==> config.mk <==
export PLATFORM = sky130hd
export DESIGN_NAME = therm_conv
export DESIGN_NICKNAME = d
export VERILOG_FILES = /design/src/rtl/therm_conv_pkg.sv /design/src/rtl/therm_fuse_unpack.sv /design/src/rtl/therm_seq_div.sv /design/src/rtl/therm_seq_mul.sv /design/src/rtl/therm_conv.sv
export SDC_FILE = /design/constraint.sdc
export NUM_CORES = 1
export LEC_CHECK = 0
export BUFFER_PORTS_ARGS = -buffer_cell sky130_fd_sc_hd__buf_2
export CAP_MARGIN = 20
export CORE_MARGIN = 4
export CORE_UTILIZATION = 43
export DETAILED_ROUTE_END_ITERATION = 10
export PLACE_DENSITY = 0.71
export SLEW_MARGIN = 20
export SYNTH_ARGS = -nofsm -noshare
export SYNTH_HDL_FRONTEND = slang
export SYNTH_SLANG_ARGS = --single-unit
==> constraint.sdc <==
create_clock -name clk_i -period 7.6 [get_ports clk_i]
set_clock_uncertainty 0.2 [all_clocks]
set_input_delay 0.76 -clock clk_i [delete_from_list [all_inputs] [get_ports clk_i]]
set_output_delay 0.76 -clock clk_i [all_outputs]
set_load 0.01 [all_outputs]
==> src/rtl/therm_conv_pkg.sv <==
package therm_conv_pkg;
  localparam int NUM_TS  = 6;
  localparam int VTS_W   = 9;
  localparam int GE_W    = 10;
  localparam int REF_W   = 6;
  localparam int SLOPE_W = 7;

  typedef struct packed {
    logic [GE_W-1:0]                 gain_err;
    logic [REF_W-1:0]                ref_code;
    logic [SLOPE_W-1:0]              slope;     // two's complement
    logic [NUM_TS-1:0][VTS_W-1:0]    vts;
  } calib_t;

  typedef enum logic [1:0] {ST_IDLE, ST_DIV1, ST_DIV2, ST_MUL} conv_st_e;
endpackage

==> src/rtl/therm_fuse_unpack.sv <==
module therm_fuse_unpack
  import therm_conv_pkg::*;
#(
  parameter int DEF_GE    = 512,
  parameter int DEF_REF   = 40,
  parameter int DEF_SLOPE = 0,
  parameter int DEF_VTS   = 260
) (
  input  logic [31:0] word0_i,
  input  logic [31:0] word1_i,
  input  logic [31:0] word2_i,
  output calib_t      cal_o
);
  logic                          valid;
  logic                          slope_neg;
  logic [SLOPE_W-1:0]            mag_ext;
  logic [NUM_TS-1:0][VTS_W-1:0]  fuse_vts;
  logic [NUM_TS-1:0][VTS_W-1:0]  vts_sel;
  logic                          unused_bits;

  assign valid     = word0_i[0];
  assign slope_neg = word1_i[9] & word0_i[7];
  assign mag_ext   = {1'b0, word0_i[31:26]};

  // sensor order is the select encoding seen at the top
  assign fuse_vts[0] = word0_i[25:17];
  assign fuse_vts[1] = word0_i[16:8];
  assign fuse_vts[2] = word1_i[8:0];
  assign fuse_vts[3] = word2_i[31:23];
  assign fuse_vts[4] = word2_i[13:5];
  assign fuse_vts[5] = word2_i[22:14];

  for (genvar g = 0; g < NUM_TS; g++) begin : g_vts
    assign vts_sel[g] = valid ? fuse_vts[g] : VTS_W'(DEF_VTS);
  end

  always_comb begin
    cal_o.vts = vts_sel;
    if (valid) begin
      cal_o.gain_err = word1_i[31:22];
      cal_o.ref_code = word0_i[6:1];
      cal_o.slope    = slope_neg ? (~mag_ext + 1'b1) : mag_ext;
    end else begin
      cal_o.gain_err = GE_W'(DEF_GE);
      cal_o.ref_code = REF_W'(DEF_REF);
      cal_o.slope    = SLOPE_W'(DEF_SLOPE);
    end
  end

  assign unused_bits = ^{word1_i[21:10], word2_i[4:0]};
endmodule

==> src/rtl/therm_seq_div.sv <==
module therm_seq_div #(
  parameter int NUM_W = 32,
  parameter int DEN_W = 16
) (
  input  logic             clk_i,
  input  logic             rst_ni,
  input  logic             start_i,
  input  logic [NUM_W-1:0] num_i,
  input  logic [DEN_W-1:0] den_i,
  output logic             busy_o,
  output logic             done_o,
  output logic [NUM_W-1:0] quo_o
);
  localparam int CNT_W = $clog2(NUM_W + 1);

  logic [NUM_W-1:0] quo_q;
  logic [DEN_W-1:0] rem_q, den_q;
  logic [CNT_W-1:0] cnt_q;
  logic             busy_q, done_q;
  logic [DEN_W:0]   rem_sh, rem_sub;
  logic             fits;
  logic             unused_sub;

  assign rem_sh     = {rem_q, quo_q[NUM_W-1]};
  assign rem_sub    = rem_sh - {1'b0, den_q};
  assign fits       = rem_sh >= {1'b0, den_q};
  assign unused_sub = rem_sub[DEN_W];

  always_ff @(posedge clk_i or negedge rst_ni) begin
    if (!rst_ni) begin
      quo_q  <= '0;
      rem_q  <= '0;
      den_q  <= '0;
      cnt_q  <= '0;
      busy_q <= 1'b0;
      done_q <= 1'b0;
    end else begin
      done_q <= 1'b0;
      if (busy_q) begin
        quo_q <= {quo_q[NUM_W-2:0], fits};
        rem_q <= fits ? rem_sub[DEN_W-1:0] : rem_sh[DEN_W-1:0];
        cnt_q <= cnt_q - CNT_W'(1);
        if (cnt_q == CNT_W'(1)) begin
          busy_q <= 1'b0;
          done_q <= 1'b1;
        end
      end else if (start_i) begin
        quo_q  <= num_i;
        rem_q  <= '0;
        den_q  <= den_i;
        cnt_q  <= CNT_W'(NUM_W);
        busy_q <= 1'b1;
      end
    end
  end

  assign busy_o = busy_q;
  assign done_o = done_q;
  assign quo_o  = quo_q;
endmodule

==> src/rtl/therm_seq_mul.sv <==
module therm_seq_mul #(
  parameter int A_W = 32,
  parameter int B_W = 13
) (
  input  logic               clk_i,
  input  logic               rst_ni,
  input  logic               start_i,
  input  logic [A_W-1:0]     a_i,
  input  logic [B_W-1:0]     b_i,
  output logic               busy_o,
  output logic               done_o,
  output logic [A_W+B_W-1:0] prod_o
);
  localparam int P_W   = A_W + B_W;
  localparam int CNT_W = $clog2(B_W + 1);

  logic [P_W-1:0]   acc_q, a_q;
  logic [B_W-1:0]   b_q;
  logic [CNT_W-1:0] cnt_q;
  logic             busy_q, done_q;

  always_ff @(posedge clk_i or negedge rst_ni) begin
    if (!rst_ni) begin
      acc_q  <= '0;
      a_q    <= '0;
      b_q    <= '0;
      cnt_q  <= '0;
      busy_q <= 1'b0;
      done_q <= 1'b0;
    end else begin
      done_q <= 1'b0;
      if (busy_q) begin
        if (b_q[0]) acc_q <= acc_q + a_q;
        a_q   <= a_q << 1;
        b_q   <= b_q >> 1;
        cnt_q <= cnt_q - CNT_W'(1);
        if (cnt_q == CNT_W'(1)) begin
          busy_q <= 1'b0;
          done_q <= 1'b1;
        end
      end else if (start_i) begin
        acc_q  <= '0;
        a_q    <= P_W'(a_i);
        b_q    <= b_i;
        cnt_q  <= CNT_W'(B_W);
        busy_q <= 1'b1;
      end
    end
  end

  assign busy_o = busy_q;
  assign done_o = done_q;
  assign prod_o = acc_q;
endmodule

==> src/rtl/therm_conv.sv <==
module therm_conv
  import therm_conv_pkg::*;
#(
  parameter int CALI_COEF = 165,
  parameter int RAW_W     = 12,
  parameter int DP_W      = 48,
  parameter int TEMP_W    = 32,
  parameter int DEF_GE    = 512,
  parameter int DEF_REF   = 40,
  parameter int DEF_SLOPE = 0,
  parameter int DEF_VTS   = 260
) (
  input  logic                     clk_i,
  input  logic                     rst_ni,
  input  logic                     start_i,
  input  logic [RAW_W-1:0]         raw_i,
  input  logic [2:0]               sensor_sel_i,
  input  logic [31:0]              fuse_w0_i,
  input  logic [31:0]              fuse_w1_i,
  input  logic [31:0]              fuse_w2_i,
  output logic                     busy_o,
  output logic                     done_o,
  output logic signed [TEMP_W-1:0] temp_mc_o
);
  localparam int     NUM_W       = 32;
  localparam int     DEN_W       = 16;
  localparam int     MAG_W       = RAW_W + 1;
  localparam int     P_W         = NUM_W + MAG_W;
  localparam longint SCALE_BASE  = 64'd203450520;
  localparam logic [NUM_W-1:0] SCALED_K = NUM_W'(SCALE_BASE * 8);
  localparam int     GE_BASE     = 10000;
  localparam int     DIFF_OFFS   = 3350;
  localparam int     MC_PER_CODE = 500;

  calib_t              cal;
  conv_st_e            state_q;
  logic [GE_W-1:0]     gain_q;
  logic [REF_W-1:0]    ref_q;
  logic                diff_neg_q;
  logic [MAG_W-1:0]    diff_mag_q;
  logic signed [TEMP_W-1:0] temp_q;
  logic                done_q;

  logic [VTS_W-1:0]    vts_pick;
  logic signed [DP_W-1:0] diff_s, diff_abs;
  logic [DEN_W-1:0]    den1, den2;

  logic                div_start, div_busy, div_done;
  logic [NUM_W-1:0]    div_num, div_quo;
  logic [DEN_W-1:0]    div_den;
  logic                mul_start, mul_busy, mul_done;
  logic [P_W-1:0]      mul_prod;

  logic signed [DP_W-1:0] prod_s, prod_sh, ref_mc, res_s;
  logic                unused_sig;

  therm_fuse_unpack #(
    .DEF_GE(DEF_GE), .DEF_REF(DEF_REF), .DEF_SLOPE(DEF_SLOPE), .DEF_VTS(DEF_VTS)
  ) u_unpack (
    .word0_i(fuse_w0_i),
    .word1_i(fuse_w1_i),
    .word2_i(fuse_w2_i),
    .cal_o  (cal)
  );

  // out-of-range codes fall back to the first sensing point
  assign vts_pick = (sensor_sel_i < 3'(NUM_TS)) ? cal.vts[sensor_sel_i] : cal.vts[0];
  assign diff_s   = $signed(DP_W'(raw_i)) - $signed(DP_W'(vts_pick)) - $signed(DP_W'(DIFF_OFFS));
  assign diff_abs = diff_s[DP_W-1] ? -diff_s : diff_s;

  assign den1 = DEN_W'(CALI_COEF) + {{(DEN_W-SLOPE_W){cal.slope[SLOPE_W-1]}}, cal.slope};
  assign den2 = DEN_W'(GE_BASE) + DEN_W'(gain_q);

  assign div_start = ((state_q == ST_IDLE) && start_i) || ((state_q == ST_DIV1) && div_done);
  assign div_num   = (state_q == ST_IDLE) ? SCALED_K : div_quo;
  assign div_den   = (state_q == ST_IDLE) ? den1 : den2;
  assign mul_start = (state_q == ST_DIV2) && div_done;

  therm_seq_div #(.NUM_W(NUM_W), .DEN_W(DEN_W)) u_div (
    .clk_i  (clk_i),
    .rst_ni (rst_ni),
    .start_i(div_start),
    .num_i  (div_num),
    .den_i  (div_den),
    .busy_o (div_busy),
    .done_o (div_done),
    .quo_o  (div_quo)
  );

  therm_seq_mul #(.A_W(NUM_W), .B_W(MAG_W)) u_mul (
    .clk_i  (clk_i),
    .rst_ni (rst_ni),
    .start_i(mul_start),
    .a_i    (div_quo),
    .b_i    (diff_mag_q),
    .busy_o (mul_busy),
    .done_o (mul_done),
    .prod_o (mul_prod)
  );

  assign prod_s  = diff_neg_q ? -$signed(DP_W'(mul_prod)) : $signed(DP_W'(mul_prod));
  assign prod_sh = prod_s >>> 3;
  assign ref_mc  = $signed(DP_W'(ref_q) * DP_W'(MC_PER_CODE));
  assign res_s   = ref_mc - prod_sh;

  always_ff @(posedge clk_i or negedge rst_ni) begin
    if (!rst_ni) begin
      state_q    <= ST_IDLE;
      gain_q     <= '0;
      ref_q      <= '0;
      diff_neg_q <= 1'b0;
      diff_mag_q <= '0;
      temp_q     <= '0;
      done_q     <= 1'b0;
    end else begin
      done_q <= 1'b0;
      unique case (state_q)
        ST_IDLE: if (start_i) begin
          gain_q     <= cal.gain_err;
          ref_q      <= cal.ref_code;
          diff_neg_q <= diff_s[DP_W-1];
          diff_mag_q <= diff_abs[MAG_W-1:0];
          state_q    <= ST_DIV1;
        end
        ST_DIV1: if (div_done) state_q <= ST_DIV2;
        ST_DIV2: if (div_done) state_q <= ST_MUL;
        ST_MUL:  if (mul_done) begin
          temp_q  <= res_s[TEMP_W-1:0];
          done_q  <= 1'b1;
          state_q <= ST_IDLE;
        end
        default: state_q <= ST_IDLE;
      endcase
    end
  end

  assign unused_sig = ^{div_busy, mul_busy, diff_abs[DP_W-1:MAG_W], res_s[DP_W-1:TEMP_W]};

  assign busy_o    = (state_q != ST_IDLE);
  assign done_o    = done_q;
  assign temp_mc_o = temp_q;
endmodule

### Word level (Yosys, flattened, before mapping)

Cells that the tools add are included.

* input port bits: 114
* logic and storage cells: 111
* output and inout port bits: 34
* register bits: 246

* multiplexer cells: 48
* add/sub/neg operators: 12
* bitwise logic cells: 3
* order comparisons: 3
* equal/unequal tests: 10
* reductions and logical operators: 15
* multipliers: 1

Operators by type and width (number)
* two-way mux 45 bit: 5
* two-way mux 32 bit: 3
* two-way mux 9 bit: 8
* two-way mux 16 bit: 4
* adder 45 bit: 1
* two-way mux 13 bit: 3
* two-way mux 35 bit: 1
* negation 35 bit: 1
* subtractor 16 x 32 -> 32 bit: 1
* binary-select mux 9 bit (select 3 bit): 1
* two-way mux 23 bit: 1
* greater-or-equal comparator 17 x 16 -> 1 bit: 1
* subtractor 16 bit: 1
* adder 14 x 10 -> 15 bit (first input constant): 1
* subtractor 13 x 13 -> 14 bit (second input constant): 1
* multiplier 6 x 7 -> 13 bit (second input constant): 1
* negation 13 bit: 1
* subtractor 12 x 9 -> 13 bit: 1
* two-way mux 1 bit: 12
* two-way mux 6 bit: 2
* adder 9 x 7 -> 10 bit (first input constant): 1
* AND reduction 2 bit: 5
* two-way mux 2 bit: 4
* two-way mux 4 bit: 2
* other kinds (21): 30

### Logic depth before layout (Yosys ltp)

Gate-level depths: netlist of the first run.

* depth after elaboration: 8
* gate-level depth with buffers: 25

### Modules after synthesis

From an unflattened synthesis of the first run, not the netlist that was laid out.

* cells, all modules: 2174
* area, all modules: 19044.5 sq um

By module, submodules not included
* therm_conv: sequential area each 1626.6 sq um, area each 7293.2 sq um, cells an instance 840, times used 1
* therm_seq_mul: sequential area each 2727.6 sq um, area each 7081.8 sq um, cells an instance 801, times used 1
* therm_seq_div: sequential area each 1801.7 sq um, area each 4008.8 sq um, cells an instance 425, times used 1
* therm_fuse_unpack: sequential area each 0.0 sq um, area each 660.6 sq um, cells an instance 108, times used 1

### Least setup slack after synthesis of the first run

Ideal clock, no wire load.

* path type: register to register
* start: register ref_q[2]
* end: register temp_q[20] (netlist: temp_mc_o[20])
* setup slack: 2228 ps
* arrival: 5043 ps
* library setup time: 130 ps
* stages on the path, launching flop included: 26
* clock period less this slack: 5372 ps
* buffers on the path: 0
* required time: 7270 ps
* path through: dfrtp_1 > inv_1 > fa_1 > inv_1 > ha_1 > inv_1 > fa_1 > inv_1 > ha_1 > fa_1 > a21oi_1 > nor2_1 > nor2_1 > o21bai_1 > a21oi_1 > o21bai_1 > a21oi_1 > xnor2_1 > ha_1 > and2_1 > o21ai_1 > nand2_2 > a31o_2 > a211o_1 > xnor2_1 > o21ai_1

* word-level cells in the longest chain between the ends: 2

Ends and longest elaborated chain
* start, declared: RTL line therm_conv.sv:38 `logic [REF_W-1:0] ref_q;`
* start signal, assigned: RTL line therm_conv.sv:120 `ref_q <= cal.ref_code;`
* multiplier 6 x 7 -> 13 bit: RTL line therm_conv.sv:103 `assign ref_mc = $signed(DP_W'(ref_q) * DP_W'(MC_PER_CODE));`
* subtractor 16 x 32 -> 32 bit: RTL line therm_conv.sv:104 `assign res_s = ref_mc - prod_sh;`
* end signal, assigned: RTL line therm_conv.sv:128 `temp_q <= res_s[TEMP_W-1:0];`
* end, declared: RTL line therm_conv.sv:41 `logic signed [TEMP_W-1:0] temp_q;`

No other way between the ends.
A chain may end at the register's enable or synchronous reset.

### Worst setup path after layout of the first run

Ends and elaborated chain as after synthesis.

==> results of run 1 <==
-- cell families (layout without fill, tap and decap cells) --
group | count (synthesis) | after routing | share of synthesized area
and+or+nand+nor | 497 | 497 | 0.148
AOI/OAI and AO/OA | 520 | 520 | 0.209
DFF | 223 | 223 | 0.356
xor gates and xnor gates | 135 | 135 | 0.0759
muxes | 87 | 87 | 0.0572
adders and majority gates | 123 | 123 | 0.106
buffers and inverters | 193 | 298 | 0.0487
-- worst max-delay path by stage --
stage,start,to,cells past startpoint
floorplan,ref_q[2],temp_mc_o[20],25
global placement,ref_q[2],temp_mc_o[20],25
detailed placement,ref_q[2],temp_mc_o[20],25
CTS,ref_q[2],temp_mc_o[20],25
global route,ref_q[2],temp_mc_o[20],25
finish,ref_q[2],temp_mc_o[20],25
-- registers in the layout, summed over array words and instances (netlist names) --
register,count
done_o,1
u_div.den_q,13
diff_neg_q,1
ref_q,6
u_div.busy_o,1
u_mul.cnt_q,4
temp_mc_o,32
u_mul.prod_o,35
u_mul.b_q,13
u_div.quo_o,32
u_div.rem_q,16
state_q,2
u_mul.a_q,35
u_mul.done_o,1
diff_mag_q,13
u_div.done_o,1
gain_q,10
u_mul.busy_o,1
u_div.cnt_q,6
-- metrics by stage --
step                cells  hold slack, ns  setup slack (ns)
global placement     2302           0.259              1.63
CTS                  2343           0.151              1.59
floorplan            1778           0.239              2.23
finish               2344          0.0659              1.63
detailed placement   2302           0.259              1.62
global route         2344           0.197              1.23
-- power by group through the flow --
stage          clock, W  sequential, W  combinational, W
2_1_floorplan         0        0.00128           0.00116
3_3_place_gp          0        0.00129           0.00143
3_5_place_dp          0        0.00129           0.00147
4_1_cts         0.00121        0.00127           0.00148
5_1_grt         0.00126        0.00127           0.00168
6_report        0.00119        0.00127           0.00147
-- layout make-up --
class | instances | area [um^2] | area share
inverters | 115 | 432 | 0.0247
clock buffers | 39 | 758 | 0.0434
flip-flops and latches | 223 | 5580 | 0.319
multi-input cells | 1362 | 9340 | 0.534
well taps | 461 | 577 | 0.0330
clock inverters | 2 | 37.5 | 0.00215
repair buffers | 142 | 763 | 0.0436
-- per-layer routing --
layer | vias to the layer above | share of wire | GRT usage
li1 | 6438 | - | -
met1 | 6101 | 0.46 | 0.241
met2 | 267 | 0.47 | 0.307
met3 | 57 | 0.044 | 0.0242
met4 | 2 | 0.025 | 0.0436
met5 | - | 0.00036 | 0
-- worst reg2reg max path, stage by stage (launching register included) --
cell	delay [ns]
dfrtp_1	0.44
inv_1	0.14
fa_1	0.55
inv_1	0.08
ha_1	0.28
inv_1	0.05
fa_1	0.53
inv_1	0.04
ha_1	0.21
fa_1	0.41
a21oi_1	0.16
nor2_1	0.05
nor2_1	0.15
o21bai_1	0.09
a21oi_1	0.22
o21bai_1	0.09
a21oi_1	0.19
xnor2_1	0.24
ha_1	0.37
and2_1	0.19
o21ai_1	0.24
nand2_2	0.17
a31o_2	0.27
a211o_1	0.30
xnor2_1	0.14
o21ai_1	0.07
-- layout by cell type (no fill, tap or decap), types with 12 or more instances in the layout --
master and count:
and3_1 12, nand2b_1 12, fa_1 16, clkbuf_16 25, nor2b_1 16, or3_1 17, nand3_1 33, nor3_1 24
a21o_1 19, buf_2 129, nor2_1 68, o21a_1 14, o21ai_0 216, ha_1 107, a22oi_1 16, xnor2_1 69
dfrtp_1 222, mux2_2 19, xor2_1 65, a21oi_1 96, nand2_1 251, a31oi_1 12, inv_1 115, o31ai_1 12
o21bai_1 15, a22o_1 19, mux2i_1 67
==> impl_metrics.toml, run 1 <==
[yosys]
synth-edff-count = 0
synth-warning-count = 0
syn_area_mm2 = 0.0157
yosysTopAreaCell = "dfrtp_1"
async_flop_share = 1.00
synth.most_common_cell = "nand2_1"
ys_seq_elements = 223
syn-num-nets = 2015
yosysUniqueCellTypes = 85
synth_area_leaders = "dfrtp_1 (36%), ha_1 (8.5%), o21ai_0 (6.9%)"
syn_area_per_cell_um2 = 8.81
synth_cells = 1778
synth-main-ff-cell = "dfrtp_1"
yosysTopAreaCellShare = 0.356
yosysSeqAreaShare = 0.356
yosys-top-cells-count = "nand2_1 (252), dfrtp_1 (223), o21ai_0 (216), inv_1 (115), ha_1 (107)"

[clock_tree]
clkTransAtPathRegs_ns = 0.06
cts_resized = 0
cts_sinks = 223
cts_tree = "yes"
clockRootBuffer = "clkbuf_16"
clk_latency_ns = 0.51
cts_made_buffers = 25
hold_buffers = 0
cts.path.max_buffers = 3
htreeDepth = 1
post_cts_buffers = 0

[global_routing]
grt_first_pass_wirelength_mm = 60.5
grt_pass1_vias = 12800
grt.overflow.total = 0
antenna_found_initial = 1
grt_usage = 0.179
grt_max_degree = 118

[sta]
finalSetupViolCount = 0
finalHoldViolations = 0
period_needed_ns = 5.97
slew_headroom = 0.271
tns_ns = 0
rsz0062_at_grt = "false"
worst_pin_slew_ns = 1.09
drv_slew = 0
fmax_mhz = 167
period_share = 0.786

[drt]
vias_per_cell = 5.49
num_vias = 12900
firstDrtPassIters = 7
final_antenna_net_count = 0
drc = 0
drt_wl_total_mm = 35.7
drt_first_iter_violations = 657
avgRoutedWirePerCell_um = 15.2

[placement]
place.gp.congestion = 0.885
placed_area_mm2 = 0.0167
numPortBuffers = 130
dp_hpwl_mm = 26.4

[floorplan]
coreArea_mm2 = 0.0357
io_pins = 148
rows = 69
start_util = 0.438
dieArea_mm2 = 0.0396
die_width_um = 199
die_h_um = 199

[worst_setup_path]
ff2ff_path_depth = 25
worst_ep_required_time_ns = 7.80
arrival_ns = 6.17
cpMostUsedCell = "inv_1"
crit_slowest_cell = "fa_1"
path_buf_inv = 4
critPathMaxFanout = 7
r2r_end = "temp_mc_o[20]"
criticalPathCategory = "reg2reg"
r2r_start = "ref_q[2]"
cpLargestDelayFamily = "adder cells"
end_kind = "flip-flop"
critPathLaunchType = "flip-flop"
reg2reg_slack_ns = 1.63
max_stage_delay_ns = 0.55

[layout]
diodes = 0
syn_to_final_growth_pct = 11.6
final_area_mm2 = 0.0175
nets = 2106
fill_cells = 3382
final_util = 0.489
drive_gt1_frac = 0.124

[min_path]
hp-class = "in2async"

[job]
cap_violations = 0

[power]
intPower_w = 0.00259
power_switching_w = 0.00134
power_leakage_nw = 8.28
max-vdd-ir-drop_v = 0.000149
seq_power_share = 0.323
power.share.clock = 0.302
power_per_cell_area_mw_per_mm2 = 225
p_sw_frac = 0.341
p_total_w = 0.00393
combPwrFrac = 0.375

[outcome]
status = "completed"
No activity file was read; power rests on OpenSTA's default activity.
==> inputs of run 2 (changes only) <==
--- a/config.mk
+++ b/config.mk
@@ -10,7 +10,7 @@
 export CORE_MARGIN = 4
 export CORE_UTILIZATION = 43
 export DETAILED_ROUTE_END_ITERATION = 10
-export PLACE_DENSITY = 0.71
+export PLACE_DENSITY = 0.73
 export SLEW_MARGIN = 20
 export SYNTH_ARGS = -nofsm -noshare
 export SYNTH_HDL_FRONTEND = slang
==> constraint.sdc (replaced) <==
create_clock -name clk_i -period 5.2 [get_ports clk_i]
set_clock_uncertainty 0.2 [all_clocks]
set_input_delay 0.52 -clock clk_i [delete_from_list [all_inputs] [get_ports clk_i]]
set_output_delay 0.52 -clock clk_i [all_outputs]
set_load 0.01 [all_outputs]
==> run 2 against run 1 <==
The flow now finishes with violations (negative setup slack). Combinational power increased by 86%. Global-route usage increased by 0.49 points. Cell area increased by 4.3%. Via count increased by 2.1%. Largest power group unchanged.
==> impl_metrics.toml, run 2 (synthesis gave the netlist of run 1 again) <==
[outcome]
status = "finished, violations left"
violations = "negative setup slack"

[sta]
finalHoldViolations = 0
worst_pin_slew_ns = 1.07
finalSetupViolCount = 2
slew_headroom = 0.286
fmax_mhz = 191
period_needed_ns = 5.23
period_share = 1.00
rsz0062_at_grt = "true"
setup_slack_ns = -0.0258
drv_slew = 0

[drt]
wl_met2_mm = 17.9
vias_per_cell = 5.48
met3_length_mm = 1.52
drt_wl_total_mm = 37.0
drt_first_iter_violations = 635
top_layer = "met5"
final_antenna_net_count = 0
drc = 0
avgRoutedWirePerCell_um = 15.4
wl_met1_mm = 16.6
firstDrtPassIters = 5
num_vias = 13100

[clock_tree]
clk_latency_ns = 0.53
htreeDepth = 1
cts_sinks = 223
clockRootBuffer = "clkbuf_16"
cts_made_buffers = 26
cts.path.max_buffers = 3
clkTransAtPathRegs_ns = 0.06
cts_tree = "yes"

[job]
cap_violations = 0

[worst_setup_path]
max_stage_delay_ns = 0.55
criticalPathCategory = "reg2reg"
arrival_ns = 5.40
critPathMaxFanout = 3
r2r_start = "ref_q[2]"
path_depth = 25
reg2reg_slack_ns = -0.03
path_buf_inv = 4
cpLargestDelayFamily = "adder cells"
r2r_end = "temp_mc_o[24]"
worst_ep_required_time_ns = 5.37
crit_slowest_cell = "fa_1"
critPathLaunchType = "flip-flop"
ff2ff_path_depth = 25
end_kind = "flip-flop"

[floorplan]
coreArea_mm2 = 0.0357
die_h_um = 199
start_util = 0.438
rows = 69
die_width_um = 199
dieArea_mm2 = 0.0396
io_pins = 148

[min_path]
min_delay_worst_endpoint = "ref_q[4]"
hold_start = "fuse_w0_i[5]"
hold_depth = 3
hp-class = "in2reg"

[global_routing]
antenna_found_initial = 2
grt_pass1_vias = 13100
grt_usage = 0.184
grt_max_degree = 103
grt_first_pass_wirelength_mm = 61.8
grt.overflow.total = 0

[placement]
placed_area_mm2 = 0.0169
numPortBuffers = 130
place_ws_ns = -0.132
place.gp.congestion = 0.912
dp_hpwl_mm = 27.3

[power]
power_leakage_nw = 8.62
power_per_cell_area_mw_per_mm2 = 363
max-vdd-ir-drop_v = 0.000292

[layout]
nets = 2155
fill_cells = 3263
diodes = 0
final_common_cell = "nand2_1"
layout_common_cells = "nand2_1 (251), dfrtp_1 (222), o21ai_0 (213)"
drive_gt1_frac = 0.170
syn_to_final_growth_pct = 16.4
final_area_mm2 = 0.0182
-- run 2: cell types whose count changed in the layout (fill, tap and decap cells not counted), moves of 5 or more --
cell	before	now
a21oi_1	96	87
ha_4	0	6
inv_2	0	6
ha_1	107	97
buf_4	11	57
a21oi_2	2	9
inv_1	115	109
bufinv_16	1	6
-- run 2: through the flow --
stage	util	power (W)	hold WS (ns)	std cells	setup TNS, ns
floorplan	-	0.00358	0.0244	1778	0
global placement	0.474	0.00416	0.259	2337	0
detailed placement	0.474	0.00422	0.259	2337	-0.396
CTS	0.506	0.00646	0.0110	2392	-0.0148
global route	0.510	0.00703	0.0377	2398	-2.25
finish	0.510	0.00662	0.0277	2398	-0.0263
-- run 2: how the worst max path moves through the flow --
stage | from | end | slack, ns
6_report | ref_q[2] | temp_mc_o[24] | -0.03
3_5_place_dp | ref_q[2] | temp_mc_o[24] | -0.13
5_1_grt | ref_q[2] | temp_mc_o[24] | -0.26
4_1_cts | ref_q[1] | temp_mc_o[24] | -0.01
2_1_floorplan | ref_q[2] | temp_mc_o[20] | 0.01
3_3_place_gp | ref_q[2] | temp_mc_o[24] | 0.01
-- run 2: where the power goes --
part	switching, W	leakage (nW)	total, W	internal (W)
Combinational	0.00138	5.20	0.00274	0.00137
Sequential	0.0000508	2.95	0.00185	0.00180
Clock	0.000728	0.468	0.00203	0.00130
-- run 2: layer usage --
metal	track usage	vias up
met5	0	-
met4	0.0474	4
met3	0.0237	72
met2	0.324	264
met1	0.240	6256
li1	-	6545
-- run 2: layout make-up --
type / instances / area [um^2] / share of cell area
clock buffer: 36 / 749 / 0.0411
clock inverter: 11 / 208 / 0.0114
inverter: 115 / 432 / 0.0237
multi-input combinational: 1362 / 9570 / 0.525
sequential: 223 / 5580 / 0.306
tap: 461 / 577 / 0.0316
timing repair buffer: 190 / 1120 / 0.0615
-- run 2: repair_timing --
| action | CTS | global route |
|---|---|---|
| gates resized for setup | 21 | 26 |
| pin swaps | 27 | 39 |
| setup endpoints to repair | 7 | 16 |
| buffers inserted | 7 | 7 |
| endpoints found under the hold margin | 99 | 0 |
| hold buffers | 1 | 0 |
-- run 2: worst reg2reg max path, delay by kind of cell (launching register included) --
kind,cells,cell delay [ns]
compound gates,8,1.00
xor+xnor,2,0.26
fa+ha+maj,6,2.22
buf+inv,4,0.19
flops,1,0.35
mux,1,0.33
simple gates,4,0.51
